[src/rtl/frg_pkg.sv]
package frg_pkg;
  typedef enum logic { CH_LEFT = 1'b0, CH_RIGHT = 1'b1 } chan_e;
endpackage

[src/rtl/frg_interval_timer.sv]
module frg_interval_timer #(
  parameter int CNT_W     = 8,
  parameter int FRAC_W    = 8,
  parameter int NUM_RATES = 4,
  parameter int RATE_W    = 2,
  parameter logic [NUM_RATES*CNT_W-1:0]  RATE_INT  = '0,
  parameter logic [NUM_RATES*FRAC_W-1:0] RATE_FRAC = '0
) (
  input  logic              clk,
  input  logic              rst_n,
  input  logic [RATE_W-1:0] rate_sel,
  output logic              tick
);
  logic [CNT_W-1:0]  int_tbl  [NUM_RATES];
  logic [FRAC_W-1:0] frac_tbl [NUM_RATES];

  for (genvar gi = 0; gi < NUM_RATES; gi++) begin : g_tbl
    assign int_tbl[gi]  = RATE_INT[gi*CNT_W +: CNT_W];
    assign frac_tbl[gi] = RATE_FRAC[gi*FRAC_W +: FRAC_W];
  end

  logic [CNT_W-1:0]  cnt_q, cnt_d;
  logic [FRAC_W-1:0] acc_q, acc_d;
  logic [RATE_W-1:0] act_q, act_d;
  logic              rate_chg;
  logic [RATE_W-1:0] use_rate;
  logic [FRAC_W-1:0] acc_base;
  logic [FRAC_W:0]   sum;
  logic              carry;

  always_comb begin
    tick     = (cnt_q == '0);
    rate_chg = (rate_sel != act_q);
    use_rate = rate_chg ? rate_sel : act_q;
    acc_base = rate_chg ? '0 : acc_q;
    sum      = {1'b0, acc_base} + {1'b0, frac_tbl[use_rate]};
    carry    = sum[FRAC_W];
    cnt_d    = cnt_q - 1'b1;
    acc_d    = acc_q;
    act_d    = act_q;
    if (tick) begin
      cnt_d = int_tbl[use_rate] + {{(CNT_W-1){1'b0}}, carry} - 1'b1;
      acc_d = sum[FRAC_W-1:0];
      act_d = use_rate;
    end
  end

  always_ff @(posedge clk or negedge rst_n) begin
    if (!rst_n) begin
      cnt_q <= RATE_INT[CNT_W-1:0] - 1'b1;
      acc_q <= '0;
      act_q <= '0;
    end else begin
      cnt_q <= cnt_d;
      acc_q <= acc_d;
      act_q <= act_d;
    end
  end
endmodule

[src/rtl/frg_handshake.sv]
module frg_handshake (
  input  logic clk,
  input  logic rst_n,
  input  logic tick,
  input  logic ack,
  output logic req
);
  logic pend_q, pend_d, req_d, fire;

  always_comb begin
    fire   = tick & ~pend_q;
    req_d  = fire;
    pend_d = pend_q;
    if (fire)     pend_d = 1'b1;
    else if (ack) pend_d = 1'b0;
  end

  always_ff @(posedge clk or negedge rst_n) begin
    if (!rst_n) begin
      pend_q <= 1'b0;
      req    <= 1'b0;
    end else begin
      pend_q <= pend_d;
      req    <= req_d;
    end
  end
endmodule

[src/rtl/frg_splitter.sv]
module frg_splitter
  import frg_pkg::*;
#(
  parameter int SMP_W = 16
) (
  input  logic             clk,
  input  logic             rst_n,
  input  logic             valid,
  input  logic             resync,
  input  logic [SMP_W-1:0] data,
  output logic             l_stb,
  output logic [SMP_W-1:0] l_data,
  output logic             r_stb,
  output logic [SMP_W-1:0] r_data
);
  chan_e            ph_q, ph_d;
  logic             to_left;
  logic             l_stb_d, r_stb_d;
  logic [SMP_W-1:0] l_data_d, r_data_d;

  always_comb begin
    to_left  = resync | (ph_q == CH_LEFT);
    l_stb_d  = valid & to_left;
    r_stb_d  = valid & ~to_left;
    l_data_d = l_stb_d ? data : l_data;
    r_data_d = r_stb_d ? data : r_data;
    if (valid)       ph_d = to_left ? CH_RIGHT : CH_LEFT;
    else if (resync) ph_d = CH_LEFT;
    else             ph_d = ph_q;
  end

  always_ff @(posedge clk or negedge rst_n) begin
    if (!rst_n) begin
      ph_q   <= CH_LEFT;
      l_stb  <= 1'b0;
      r_stb  <= 1'b0;
      l_data <= '0;
      r_data <= '0;
    end else begin
      ph_q   <= ph_d;
      l_stb  <= l_stb_d;
      r_stb  <= r_stb_d;
      l_data <= l_data_d;
      r_data <= r_data_d;
    end
  end
endmodule

[src/rtl/frame_req_gen.sv]
module frame_req_gen #(
  parameter int CNT_W     = 8,
  parameter int FRAC_W    = 8,
  parameter int NUM_RATES = 4,
  parameter int SMP_W     = 16,
  parameter logic [NUM_RATES*CNT_W-1:0]  RATE_INT  = {8'd12, 8'd9, 8'd11, 8'd10},
  parameter logic [NUM_RATES*FRAC_W-1:0] RATE_FRAC = {8'd192, 8'd128, 8'd0, 8'd64},
  localparam int RATE_W = (NUM_RATES > 1) ? $clog2(NUM_RATES) : 1
) (
  input  logic              clk,
  input  logic              rst_n,
  input  logic [RATE_W-1:0] rate_sel,
  input  logic              frame_ack,
  output logic              frame_req,
  input  logic              smp_valid,
  input  logic              smp_resync,
  input  logic [SMP_W-1:0]  smp_data,
  output logic              left_stb,
  output logic [SMP_W-1:0]  left_data,
  output logic              right_stb,
  output logic [SMP_W-1:0]  right_data
);
  logic deadline;

  frg_interval_timer #(
    .CNT_W(CNT_W), .FRAC_W(FRAC_W), .NUM_RATES(NUM_RATES), .RATE_W(RATE_W),
    .RATE_INT(RATE_INT), .RATE_FRAC(RATE_FRAC)
  ) u_timer (
    .clk(clk), .rst_n(rst_n), .rate_sel(rate_sel), .tick(deadline)
  );

  frg_handshake u_hs (
    .clk(clk), .rst_n(rst_n), .tick(deadline), .ack(frame_ack), .req(frame_req)
  );

  frg_splitter #(.SMP_W(SMP_W)) u_split (
    .clk(clk), .rst_n(rst_n), .valid(smp_valid), .resync(smp_resync),
    .data(smp_data), .l_stb(left_stb), .l_data(left_data),
    .r_stb(right_stb), .r_data(right_data)
  );
endmodule

[config.mk]
export PLATFORM = sky130hd
export DESIGN_NAME = frame_req_gen
export DESIGN_NICKNAME = d
export VERILOG_FILES = /design/src/rtl/frg_pkg.sv /design/src/rtl/frg_interval_timer.sv /design/src/rtl/frg_handshake.sv /design/src/rtl/frg_splitter.sv /design/src/rtl/frame_req_gen.sv
export SDC_FILE = /design/constraint.sdc
export NUM_CORES = 1
export LEC_CHECK = 0
export ABC_CLOCK_PERIOD_IN_PS = 2260
export BUFFER_PORTS_ARGS = -buffer_cell sky130_fd_sc_hd__buf_2
export CAP_MARGIN = 20
export CORE_MARGIN = 4
export CORE_UTILIZATION = 52
export DETAILED_ROUTE_END_ITERATION = 8
export PLACE_DENSITY_LB_ADDON = 0.2
export SLEW_MARGIN = 10
export SYNTH_ARGS = -nofsm -noshare
export SYNTH_HDL_FRONTEND = slang
export SYNTH_HIERARCHICAL = 1
export SYNTH_SLANG_ARGS = --single-unit
[constraint.sdc]
create_clock -name clk -period 2.26 [get_ports clk]
set_input_delay 0.113 -clock clk [delete_from_list [all_inputs] [get_ports clk]]
set_output_delay 0.113 -clock clk [all_outputs]
set_load 0.05 [all_outputs]
# [Yosys cells after proc, flatten, opt, wreduce, memory -nomap -nowiden]
# Cells that the tools add are included.
[totals] regBits=55 output_inout_bits=35 inputBits=23 wordCells=41
[op_classes] muxes=14 add_sub_neg=4 magnitude_cmp=1 bitwise=8 eq_ne=1 n_reduce_logical=3
[ops] cell="2-to-1 mux 8 bit" count=6
[ops] cell="binary-select mux 8 bit (select 2 bit)" count=2
[ops] cell="subtractor 8 x 1 -> 8 bit, second input constant" count=2
[ops] cell="adder 8 x 8 -> 9 bit" count=1
[ops] cell="adder 8 x 1 -> 8 bit" count=1
[ops] cell="zero test 8 bit" count=1
[ops] cell="2-to-1 mux 1 bit" count=5
[ops] cell="nonzero test 2 bit" count=2
[ops] cell="bitwise AND 1 bit" count=3
[ops] cell="greater-or-equal comparator 3 bit, second input constant" count=1
[ops] cell="NOT 1 bit" count=3
[ops] cell="NOT 2 -> 3 bit" count=1
[ops] cell="2-to-1 mux 2 bit" count=1
[ops] cell="inequality test 2 bit" count=1
[ops] cell="bitwise OR 1 bit" count=1

# [Depth between registers and ports, before layout]
# Gate-level depths: netlist (run 1).
[depth] depth_word=10 ltp_mapped=10 ltp_nobuf=10

# [Modules after synthesis]
# Netlist (run 1), hierarchy kept.
[modules_own_cells] module="frg_splitter" n_inst=1 area_per_inst_um2=1341.3 seq_area_each_um2=875.8 cells_each=75
[modules_own_cells] module="frg_interval_timer" n_inst=1 area_per_inst_um2=735.7 seq_area_each_um2=302.8 cells_each=63
[modules_own_cells] module="frg_handshake" n_inst=1 area_per_inst_um2=65.1 seq_area_each_um2=50.0 cells_each=5

# [Least setup slack after synthesis (run 1)]
# OpenSTA, ideal clock, no wires.
[synth_path] kind="flip-flop to flip-flop" startpoint="reg u_timer.act_q[0]" endpoint="reg u_timer.cnt_q[2]" stages_incl_launch_ff=11 path_buffers=0 path_slack_ps=361 arrival_time_ps=1777 required_ps=2137 setup_time_ps=123 period_less_slack_ps=1899 path_cell_list="dfrtp_1 -> xor2_1 -> nor2_1 -> and2_1 -> ha_1 -> inv_1 -> fa_1 -> ha_1 -> nand2_1 -> xor2_1 -> a21oi_1"
[synth_via] elab_chain_len=10 word_cells_on_any_way=14 classes_between="3 x add/sub; 1 x eq/ne; 9 x mux; 1 x bitwise"
[synth_lines] item="start: declaration" line="frg_interval_timer.sv:24" source="logic [RATE_W-1:0] act_q, act_d;"
[synth_lines] item="start signal: assignment" line="frg_interval_timer.sv:56" source="act_q <= act_d;"
[synth_lines] item="inequality test 2 bit" line="frg_interval_timer.sv:33" source="rate_chg = (rate_sel != act_q);"
[synth_lines] item="2-to-1 mux 2 bit" line="frg_interval_timer.sv:34" source="use_rate = rate_chg ? rate_sel : act_q;"
[synth_lines] item="NOT 2 -> 3 bit (not written as such)" line="frg_interval_timer.sv:36, frg_interval_timer.sv:42"
[synth_lines] item="binary-select mux 8 bit (select 2 bit)" line="frg_interval_timer.sv:36" source="sum = {1'b0, acc_base} + {1'b0, frac_tbl[use_rate]};"
[synth_lines] item="2-to-1 mux 8 bit (not written as such) (2 in a row)" line="frg_interval_timer.sv:36"
[synth_lines] item="adder 8 x 8 -> 9 bit" line="frg_interval_timer.sv:36"
[synth_lines] item="adder 8 x 1 -> 8 bit (*)" line="frg_interval_timer.sv:42" source="cnt_d = int_tbl[use_rate] + {{(CNT_W-1){1'b0}}, carry} - 1'b1;"
[synth_lines] item="subtractor 8 x 1 -> 8 bit (*)" line="frg_interval_timer.sv:42"
[synth_lines] item="2-to-1 mux 8 bit (*)" line="frg_interval_timer.sv:41" source="if (tick) begin"
[synth_lines] item="named net u_timer.cnt_d[2]" line="frg_interval_timer.sv:22" source="logic [CNT_W-1:0] cnt_q, cnt_d;"
[synth_lines] item="end signal: assignment" line="frg_interval_timer.sv:50" source="cnt_q <= RATE_INT[CNT_W-1:0] - 1'b1;"
[synth_lines] item="end signal: assignment" line="frg_interval_timer.sv:54" source="cnt_q <= cnt_d;"
[synth_lines] item="end: declaration" line="frg_interval_timer.sv:22"
# The timed path passes the listed nets; every way through them passes the cells marked *. The select of a mux whose other input is x is not followed.
# A chain may end at the register's enable or synchronous reset.

# [Worst setup path after layout (run 1)]
# Ends and elaborated chain as after synthesis.

==> results of run 1 <==
-- registers in the layout (all words and copies together), names as in the netlist --
| register | count |
|---|---|
| u_split/r_stb | 1 |
| u_split/l_stb | 1 |
| u_timer/act_q | 2 |
| u_split/l_data | 16 |
| u_timer/acc_q | 2 |
| u_timer/cnt_q | 8 |
| u_split/ph_q | 1 |
| u_split/r_data | 16 |
| u_hs/req | 1 |
| u_hs/pend_q | 1 |
-- power by group --
part           leakage, nW  total [mW]  switching (mW)  internal (mW)
sequential           0.582        1.33           0.190           1.14
clock               0.0574       0.633           0.273          0.360
combinational        0.664        1.26           0.784          0.473
total                 1.30        3.22            1.25           1.98
-- synthesized netlist by cell type --
library cell / instances / area share
a21o_2: 1 / 0.0041
or4_4: 1 / 0.0053
nand2b_4: 1 / 0.0064
clkbuf_1: 2 / 0.0035
or3_1: 1 / 0.0029
nor2b_1: 2 / 0.0058
mux2_4: 13 / 0.091
a21oi_1: 3 / 0.0070
nand2b_1: 1 / 0.0029
nor3_1: 2 / 0.0047
nor2_1: 4 / 0.0070
or3b_2: 1 / 0.0041
and2_1: 1 / 0.0029
mux2_2: 24 / 0.13
fa_1: 1 / 0.0093
a21oi_2: 1 / 0.0041
inv_1: 8 / 0.014
xor2_1: 3 / 0.012
mux2_1: 1 / 0.0053
nor4_2: 1 / 0.0058
ha_1: 5 / 0.029
xnor2_1: 2 / 0.0082
o31ai_1: 1 / 0.0035
o21ai_0: 2 / 0.0047
nand2_2: 1 / 0.0029
mux2i_1: 3 / 0.014
dfrtp_1: 47 / 0.55
buf_6: 2 / 0.011
inv_6: 1 / 0.0041
nand3b_4: 1 / 0.0093
nor4_4: 1 / 0.0099
dfstp_2: 2 / 0.025
nand2_1: 3 / 0.0053
-- cells by family (layout without fill, tap and decap cells) --
| kind of cell | Yosys count | after routing | share of synthesized area |
|---|---|---|---|
| DFF | 49 | 49 | 0.5736 |
| muxes | 41 | 41 | 0.2366 |
| and+or+nand+nor | 21 | 21 | 0.07535 |
| buffers and inverters | 13 | 77 | 0.03213 |
| AOI/OAI and AO/OA | 8 | 8 | 0.02337 |
| adders and majority gates | 6 | 6 | 0.03855 |
| xor gates and xnor gates | 5 | 5 | 0.02045 |
-- worst max-delay path: stages, from the launching register on --
cell     delay, ns
dfrtp_1       0.39
xor2_1        0.15
nor2_1        0.12
and2_1        0.15
ha_1          0.15
inv_1         0.05
fa_1          0.40
ha_1          0.22
nand2_1       0.08
xor2_1        0.14
a21oi_1       0.08
-- stage by stage --
stage / instances / area (um^2) / utilization
2_1_floorplan: 143 / 2142 / -
4_1_cts: 257 / 2608 / 0.6519
6_report: 257 / 2608 / 0.6519
5_1_grt: 257 / 2608 / 0.6519
3_3_place_gp: 247 / 2467 / 0.6168
3_5_place_dp: 247 / 2467 / 0.6168
-- layout make-up --
type                    count  area share
clock inverters             2     0.01440
repair buffers             60      0.1200
clock buffers               6     0.03167
inverters                   9     0.01488
multi-input cells          81      0.3239
flip-flops and latches     49      0.4712
well taps                  50     0.02399
-- per-layer routing --
layer / part of all wire / vias to the layer above
met4: 0.0057 / 0
met1: 0.41 / 653
met5: 0 / -
met3: 0.060 / 2
met2: 0.53 / 39
li1: - / 612
-- how the worst max path moves through the flow --
stage	end	cells past startpoint	slack, ns	from
floorplan	u_timer/cnt_q[2]	10	0.36	u_timer/act_q[0]
global placement	u_timer/cnt_q[2]	10	0.32	u_timer/act_q[0]
detailed placement	u_timer/cnt_q[2]	10	0.22	u_timer/act_q[0]
CTS	u_timer/cnt_q[2]	10	0.21	u_timer/act_q[0]
global route	u_timer/cnt_q[2]	10	0.11	u_timer/act_q[1]
finish	u_timer/cnt_q[2]	10	0.23	u_timer/act_q[0]
==> results.py, run 1 <==
metrics = {
    "run_status": {
        "status": "finished, final reports clean",
    },
    "global_routing": {
        "grt_use_met3": 0.04848,
        "first_global_vias": 1473,
        "antenna_found_initial": 0,
        "grt.total_usage": 0.1631,
        "grtUsageMet1": 0.1973,
        "grt_max_degree": 34,
        "met2_usage": 0.2831,
        "busiest_layer": "met2",
        "grt_pass1_wl_mm": 6.699,
        "overflow": 0,
    },
    "routing": {
        "drt-initial-drc-count": 84,
        "firstDrtPassIters": 4,
        "wl_mm": 3.829,
        "vias": 1306,
        "via_per_inst": 5.082,
        "drc": 0,
        "post_drt_wl_per_cell_um": 14.90,
        "antenna_left": 0,
    },
    "timing": {
        "rsz0062_at_grt": "false",
        "post-route-period-util": 0.8993,
        "finalHoldViolations": 0,
        "max_freq_ghz": 0.4920,
        "setup_tns_ns": 0,
        "slew_viol_final": 0,
        "fin_ws_ns": 0.2276,
        "hold_slack_ns": 0.05609,
        "period_minus_slack_ns": 2.032,
        "tightest_slew_ns": 0.7157,
        "max_slew_margin": 0.5229,
        "setup_viol": 0,
        "fin_skew_ns": 0.006004,
    },
    "cells_and_area": {
        "seqCellArea_mm2": 0.001229,
        "multi_input_area_um2": 844.6,
        "fillers": 306,
        "antennaDiodeCount": 0,
        "fin_nets": 235,
        "final_cell_mix": "buf_2 (57), dfrtp_1 (47), mux2_2 (24)",
        "drive_gt1_frac": 0.5556,
        "final_common_cell": "buf_2",
        "syn_to_final_growth_pct": 21.73,
    },
    "floorplan": {
        "rows": 23,
        "start_util": 0.5355,
        "fp.coreArea_mm2": 0.004000,
        "die_h_um": 72.18,
        "io_pins": 58,
        "dieArea_mm2": 0.005210,
        "die_w_um": 72.18,
    },
    "clock_tree": {
        "cts_setup_buffers": 0,
        "postCtsHoldBufs": 2,
        "cts_made_buffers": 5,
        "clock_path_buffers": 2,
        "htreeDepth": 2,
        "clk_pin_slew_ns": 0.09,
        "cts_tree": "done",
        "cts_root_buf": "clkbuf_8",
        "insertion_delay_ns": 0.29,
        "clkSinkCount": 49,
        "cts_resized": 0,
    },
    "worst_setup_path": {
        "crit_arrival_ns": 2.22,
        "required_ns": 2.45,
        "worstRegToRegCells": 10,
        "critPathMaxFanout": 3,
        "worstSetupEndpointType": "flop",
        "rrSetupSlack_ns": 0.23,
        "crit_path_start_kind": "flop",
        "crit_type": "reg2reg",
        "r2r-start": "u_timer/act_q[0]",
        "r2r-end": "u_timer/cnt_q[2]",
    },
    "power": {
        "finalPower_mw": 3.223,
        "power_density_mw_per_mm2": 1236,
        "ir_worst_vdd_mv": 0.6566,
        "p_leak_nw": 1.304,
    },
    "worst_hold_path": {
        "min_from": "smp_data[8]",
        "min_path_type": "in2reg",
        "holdPathStages": 2,
        "worst_hold_path.endpoint": "u_split/r_data[8]",
    },
    "place": {
        "port_buffers": 57,
        "hpwl_mm": 2.909,
        "preCtsSetupSlack_ns": 0.2248,
        "place.gp.congestion": 0.7715,
    },
    "synthesis": {
        "syn_nets": 172,
        "yosysWarnings": 6,
        "ys_seq_area_frac": 0.5736,
        "synth-seq-cells": 49,
        "netlist_instances": 143,
        "syn_area_per_cell_um2": 14.98,
        "synth_area_mm2": 0.002142,
        "synth.distinct_cells": 33,
    },
    "flow_run": {
        "cap_violations": 0,
    },
}
(Power assumes the default switching activity.)
==> run 2, diff against run 1 <==
- CAP_MARGIN: 20 -> not set
- PLACE_DENSITY: not set -> 0.88
- PLACE_DENSITY_LB_ADDON: 0.2 -> not set
==> run 2 against run 1 <==
  * Clock skew rose by 0.00063 ns
  * Critical path depth unchanged
  * Clock power down 0.9%
  * Total power rose by 0.21%
  * Clock-buffer cell count increased by 1
  * Critical path type unchanged
  * Critical endpoint unchanged
==> results.py, run 2 (synthesis results as in run 1) <==
metrics = {
    "global_routing": {
        "first_global_vias": 1399,
        "overflow": 0,
        "grt_max_degree": 26,
        "grt.total_usage": 0.1661,
        "antenna_found_initial": 0,
        "grt_pass1_wl_mm": 6.582,
    },
    "cells_and_area": {
        "final_common_cell": "buf_2",
        "final_cell_mix": "buf_2 (57), dfrtp_1 (47), mux2_2 (24)",
        "reg_top3": "u_split/l_data x16, u_split/r_data x16, u_timer/cnt_q x8",
        "final_area_mm2": 0.002611,
        "multi_input_area_um2": 844.6,
        "fin_nets": 236,
        "antennaDiodeCount": 0,
        "fillers": 299,
        "seqCellArea_mm2": 0.001229,
        "syn_to_final_growth_pct": 21.90,
        "drive_gt1_frac": 0.5529,
    },
    "timing": {
        "max_freq_ghz": 0.4868,
        "tightest_slew_ns": 0.4339,
        "finalHoldViolations": 0,
        "hold_slack_ns": 0.05697,
        "fin_skew_ns": 0.006636,
        "setup_viol": 0,
        "setup_tns_ns": 0,
        "period_minus_slack_ns": 2.054,
        "rsz0062_at_grt": "false",
        "max_slew_margin": 0.7097,
        "post-route-period-util": 0.9089,
        "slew_viol_final": 0,
    },
    "power": {
        "finalPower_mw": 3.230,
        "p_leak_nw": 1.309,
        "p_clk_frac": 0.194,
        "p_comb_frac": 0.394,
        "internal_power_mw": 1.981,
        "ir_worst_vdd_mv": 0.6629,
        "power_density_mw_per_mm2": 1237,
        "pwr-share-seq": 0.412,
        "switchingPower_mw": 1.249,
        "netSwitchingFraction": 0.3866,
    },
    "clock_tree": {
        "insertion_delay_ns": 0.30,
        "cts_tree": "done",
        "htreeDepth": 2,
        "clock_path_buffers": 2,
        "cts_made_buffers": 5,
        "clk_pin_slew_ns": 0.09,
        "cts_root_buf": "clkbuf_8",
        "clkSinkCount": 49,
    },
    "worst_setup_path": {
        "crit_path_start_kind": "flop",
        "crit_arrival_ns": 2.24,
        "worstSetupEndpointType": "flop",
        "cpMaxStageDelayCell": "fa_1",
        "path_cells": "xor2_1 > nor2_1 > and2_1 > ha_1 > inv_1 > fa_1 > ha_1 > nand2_1 > xor2_1 > a21oi_1",
        "required_ns": 2.44,
        "crit_type": "reg2reg",
        "critPathMaxStageDelay_ns": 0.42,
        "critPathMaxFanout": 3,
    },
    "floorplan": {
        "io_pins": 58,
        "rows": 23,
        "fp.coreArea_mm2": 0.004000,
        "die_h_um": 72.18,
        "start_util": 0.5355,
        "die_w_um": 72.18,
        "dieArea_mm2": 0.005210,
    },
    "routing": {
        "wl_mm": 3.914,
        "drc": 0,
        "firstDrtPassIters": 4,
        "antenna_left": 0,
        "via_per_inst": 5.159,
        "vias": 1331,
        "drt-initial-drc-count": 41,
        "post_drt_wl_per_cell_um": 15.17,
    },
    "place": {
        "placed_area_mm2": 0.002475,
        "place.gp.congestion": 0.7749,
        "hpwl_mm": 2.961,
        "port_buffers": 57,
    },
    "flow_run": {
        "cap_violations": 0,
    },
    "run_status": {
        "status": "finished, final reports clean",
    },
    "worst_hold_path": {
        "min_path_type": "in2reg",
    },
}
run 2: cell count changes in the layout (fill, tap and decap cells not counted):
cell / before / now
clkbuf_1: 0 / 1
clkinvlp_4: 1 / 0
buf_4: 1 / 2
run 2: routing by layer:
| layer | track usage | part of all wire | wire (um) |
|---|---|---|---|
| met5 | 0 | 0 | 0 |
| met1 | 0.2006 | 0.43 | 1668 |
| met2 | 0.2801 | 0.48 | 1869 |
| met4 | 0.06889 | 0.024 | 93 |
| met3 | 0.04571 | 0.072 | 283 |
run 2: layout make-up:
type                    instances  share of cell area
flip-flops and latches         49              0.4705
repair buffers                 61              0.1227
inverters                       9             0.01485
clock buffers                   7             0.03306
clock inverters                 1             0.01150
well taps                      50             0.02396
multi-input cells              81              0.3234
run 2: metrics by stage:
| stage | worst slack (ns) | util | cells |
|---|---|---|---|
| 4_1_cts | 0.2097 | 0.6528 | 258 |
| 5_1_grt | 0.07110 | 0.6528 | 258 |
| 3_3_place_gp | 0.3143 | 0.6187 | 248 |
| 6_report | 0.2059 | 0.6528 | 258 |
| 2_1_floorplan | 0.3607 | - | 143 |
| 3_5_place_dp | 0.2250 | 0.6187 | 248 |
run 2: repair_timing:
action | in CTS | in global routing
buffers inserted | 0 | 0
endpoints found under the hold margin | 48 | 0
hold buffers | 2 | 0
gates resized for setup | 0 | 0
run 2: final timing paths:
kind / to / slack, ns / startpoint / cells past startpoint
max: u_timer/cnt_q[2] / 0.21 / u_timer/act_q[0] / 10
min: u_split/r_data[10] / 0.06 / smp_data[10] / 2
max reg2reg: u_timer/cnt_q[2] / 0.21 / u_timer/act_q[0] / 10
min reg2reg: u_hs/req / 0.47 / u_hs/pend_q / 1
max in group asynchronous: u_split/r_data[0] / 1.54 / rst_n / 3
min in group asynchronous: u_split/l_stb / 0.17 / rst_n / 2
run 2: power by group through the flow:
| stage | clock network (mW) | registers (mW) | logic (mW) |
|---|---|---|---|
| floorplan | 0 | 1.79 | 0.521 |
| global placement | 0 | 1.33 | 1.24 |
| detailed placement | 0 | 1.35 | 1.27 |
| CTS | 0.647 | 1.33 | 1.29 |
| global route | 0.681 | 1.37 | 1.36 |
| finish | 0.627 | 1.33 | 1.27 |
run 2: worst max-delay path, delay by kind of cell (launching register included):
| family | cells | cell delay [ns] |
|---|---|---|
| adders and majority gates | 3 | 0.79 |
| DFF | 1 | 0.40 |
| and+or+nand+nor | 3 | 0.35 |
| xor gates and xnor gates | 2 | 0.30 |
| AOI/OAI and AO/OA | 1 | 0.08 |
| buffers and inverters | 1 | 0.05 |
==> run 3, diff against run 2 <==
- ABC_AREA: not set -> 1
- PLACE_DENSITY: 0.88 -> 0.87
==> run 3 against run 2 <==
  * Setup slack improved by 0.081 ns
  * Combinational power is 19% lower
  * Flip-flop and latch count unchanged
  * Cell count grew 38%
  * First-iteration DRC count increased to 2.7 times the previous value
  * Sequential share of layout area is 0.82 points lower
  * Critical endpoint unchanged
  * Largest power group unchanged
  * Highest routed layer unchanged
==> results.py, run 3 <==
metrics = {
    "timing": {
        "max_freq_ghz": 0.5068,
        "fin_skew_ns": 0.007336,
        "rsz0062_at_grt": "false",
        "post-route-period-util": 0.8731,
        "tightest_slew_ns": 0.7732,
        "slew_viol_final": 0,
        "max_slew_margin": 0.4846,
        "period_minus_slack_ns": 1.973,
        "setup_viol": 0,
        "finalHoldViolations": 0,
        "setup_tns_ns": 0,
    },
    "cells_and_area": {
        "syn_to_final_growth_pct": 16.90,
        "final_cell_mix": "nand2_1 (96), buf_2 (57), dfrtp_1 (47)",
        "final_common_cell": "nand2_1",
        "drive_gt1_frac": 0.2573,
        "reg_top3": "u_split/l_data x16, u_split/r_data x16, u_timer/cnt_q x8",
        "fillers": 348,
        "fin_nets": 335,
        "antennaDiodeCount": 0,
    },
    "worst_setup_path": {
        "crit_arrival_ns": 2.19,
        "crit_path_start_kind": "flop",
        "crit_type": "reg2reg",
        "crit_end": "u_timer/cnt_q[2]",
        "worstRegToRegCells": 10,
        "required_ns": 2.48,
        "worstSetupEndpointType": "flop",
        "critPathMaxFanout": 3,
        "r2r-end": "u_timer/cnt_q[2]",
        "rrSetupSlack_ns": 0.29,
        "startpoint": "u_timer/act_q[0]",
        "r2r-start": "u_timer/act_q[0]",
    },
    "clock_tree": {
        "clock_path_buffers": 2,
        "cts_root_buf": "clkbuf_8",
        "clk_pin_slew_ns": 0.09,
        "clkSinkCount": 49,
        "cts_made_buffers": 5,
        "cts_tree": "done",
        "cts_resized": 0,
        "insertion_delay_ns": 0.30,
        "htreeDepth": 2,
    },
    "synthesis": {
        "synth.largest_area_cell": "dfrtp_1",
        "ys.flop_type": "dfrtp_1",
        "synth.distinct_cells": 25,
        "netlist_top_cells_area": "dfrtp_1 (52%), nand2_1 (16%), nand4_1 (4.7%), nand3_1 (4.4%), inv_1 (2.8%)",
        "synthTopCellsByCount": "nand2_1 (96), dfrtp_1 (47), nand3_1 (20)",
        "synth-seq-cells": 49,
        "netlist_instances": 251,
        "yosysWarnings": 6,
        "syn_area_per_cell_um2": 9.057,
        "syn_nets": 280,
        "async_reset_ff_frac": 1.000,
        "ys_seq_area_frac": 0.5405,
        "synth_edf_count": 0,
        "synth_area_mm2": 0.002273,
        "synth_top_area_frac": 0.5173,
        "yosysMostFrequentCell": "nand2_1",
    },
    "floorplan": {
        "die_h_um": 74.12,
        "fp.coreArea_mm2": 0.004115,
        "start_util": 0.5524,
        "dieArea_mm2": 0.005494,
        "io_pins": 58,
        "die_w_um": 74.12,
        "rows": 23,
    },
    "routing": {
        "firstDrtPassIters": 4,
        "drt-initial-drc-count": 109,
        "via_per_inst": 5.118,
        "antenna_left": 0,
        "post_drt_wl_per_cell_um": 12.83,
        "drc": 0,
        "wl_mm": 4.581,
        "vias": 1827,
    },
    "power": {
        "p_leak_nw": 1.477,
        "power_density_mw_per_mm2": 1074,
        "ir_worst_vdd_mv": 0.5543,
        "finalPower_mw": 2.854,
    },
    "global_routing": {
        "busiest_layer": "met2",
        "grtUsageMet1": 0.2502,
        "antenna_found_initial": 0,
        "grt_use_met3": 0.04865,
        "overflow": 0,
        "grt_max_degree": 27,
        "grt_pass1_wl_mm": 7.845,
        "grt.total_usage": 0.1859,
        "first_global_vias": 1700,
        "met2_usage": 0.2972,
    },
    "place": {
        "hpwl_mm": 3.426,
        "place.gp.congestion": 0.8851,
        "port_buffers": 57,
    },
    "worst_hold_path": {
        "min_path_type": "in2reg",
    },
    "flow_run": {
        "cap_violations": 0,
    },
    "run_status": {
        "status": "finished, final reports clean",
    },
}
run 3: cell types whose count changed in the layout (fill, tap and decap cells not counted), moves of 3 or more:
cell     delta
mux2_4     -13
a21oi_1     -3
nor2_1      +6
mux2i_1     -3
nand3_1    +20
nand2_1    +93
inv_1       +9
mux2_2     -24
o21ai_0     +5
nand4_1    +17
run 3: timing repair:
item | in CTS | in global routing
endpoints found under the hold margin | 24 | 0
hold buffers | 1 | 0
setup buffers | 0 | 0
endpoints found under the setup margin | 0 | 0
run 3: metal layers:
metal / wire length, um / share of wire / vias to the layer above
met3: 339 / 0.074 / 5
met5: 0 / 0 / -
met2: 2194 / 0.48 / 57
li1: - / - / 913
met1: 2019 / 0.44 / 852
met4: 27 / 0.0059 / 0
run 3: critical path, stage by stage (launching register included):
cell	delay [ns]
dfrtp_1	0.41
xnor2_1	0.18
and3_1	0.18
ha_1	0.14
inv_1	0.05
fa_1	0.41
ha_1	0.21
nand2_1	0.07
xnor2_1	0.11
nand2_1	0.05
o21ai_0	0.07
run 3: layout make-up:
type	count	area, um^2	share of cell area
multi-input cells	171	873.3	0.3286
well taps	50	62.56	0.02354
flip-flops and latches	49	1229	0.4623
clock buffers	7	96.34	0.03625
inverters	18	70.07	0.02637
clock inverters	1	8.758	0.003296
repair buffers	61	317.8	0.1196
run 3: how the worst min path moves through the flow:
stage,startpoint,slack [ns],endpoint,depth (start not counted)
final,smp_data[15],0.05,u_split/l_data[15],3
after global routing,smp_data[10],0.06,u_split/l_data[10],3
after CTS,smp_data[15],0.04,u_split/l_data[15],3
after detailed placement,rst_n,0.14,u_timer/cnt_q[7],1
after global placement,rst_n,0.13,u_timer/cnt_q[7],1
after floorplan,rst_n,-0.18,u_hs/pend_q,0
run 3: kinds of logic after synthesis:
family / after synthesis / share of synthesized area
AO/OA/AOI/OAI: 7 / 0.01541
XOR/XNOR: 5 / 0.01926
adder cells (fa/ha/maj): 6 / 0.03632
buffers and inverters: 31 / 0.07540
flip-flops: 49 / 0.5405
AND/OR/NAND/NOR: 153 / 0.3132
run 3: power breakdown:
part           internal, mW  switching [mW]  leakage [nW]
Combinational         0.295           0.735         0.820
Clock                 0.282           0.279        0.0549
Sequential             1.10           0.158         0.602
run 3: per-stage QoR:
| step | instances | hold WS [ns] | setup WS, ns | utilization | area (um^2) |
|---|---|---|---|---|---|
| after floorplan | 251 | -0.1826 | 0.4540 | - | 2273 |
| after global placement | 348 | 0.1333 | 0.4047 | 0.6178 | 2542 |
| after detailed placement | 348 | 0.1355 | 0.3116 | 0.6178 | 2542 |
| after CTS | 357 | 0.04154 | 0.2739 | 0.6458 | 2658 |
| after global routing | 357 | 0.05766 | 0.1363 | 0.6458 | 2658 |
| final | 357 | 0.05379 | 0.2869 | 0.6458 | 2658 |
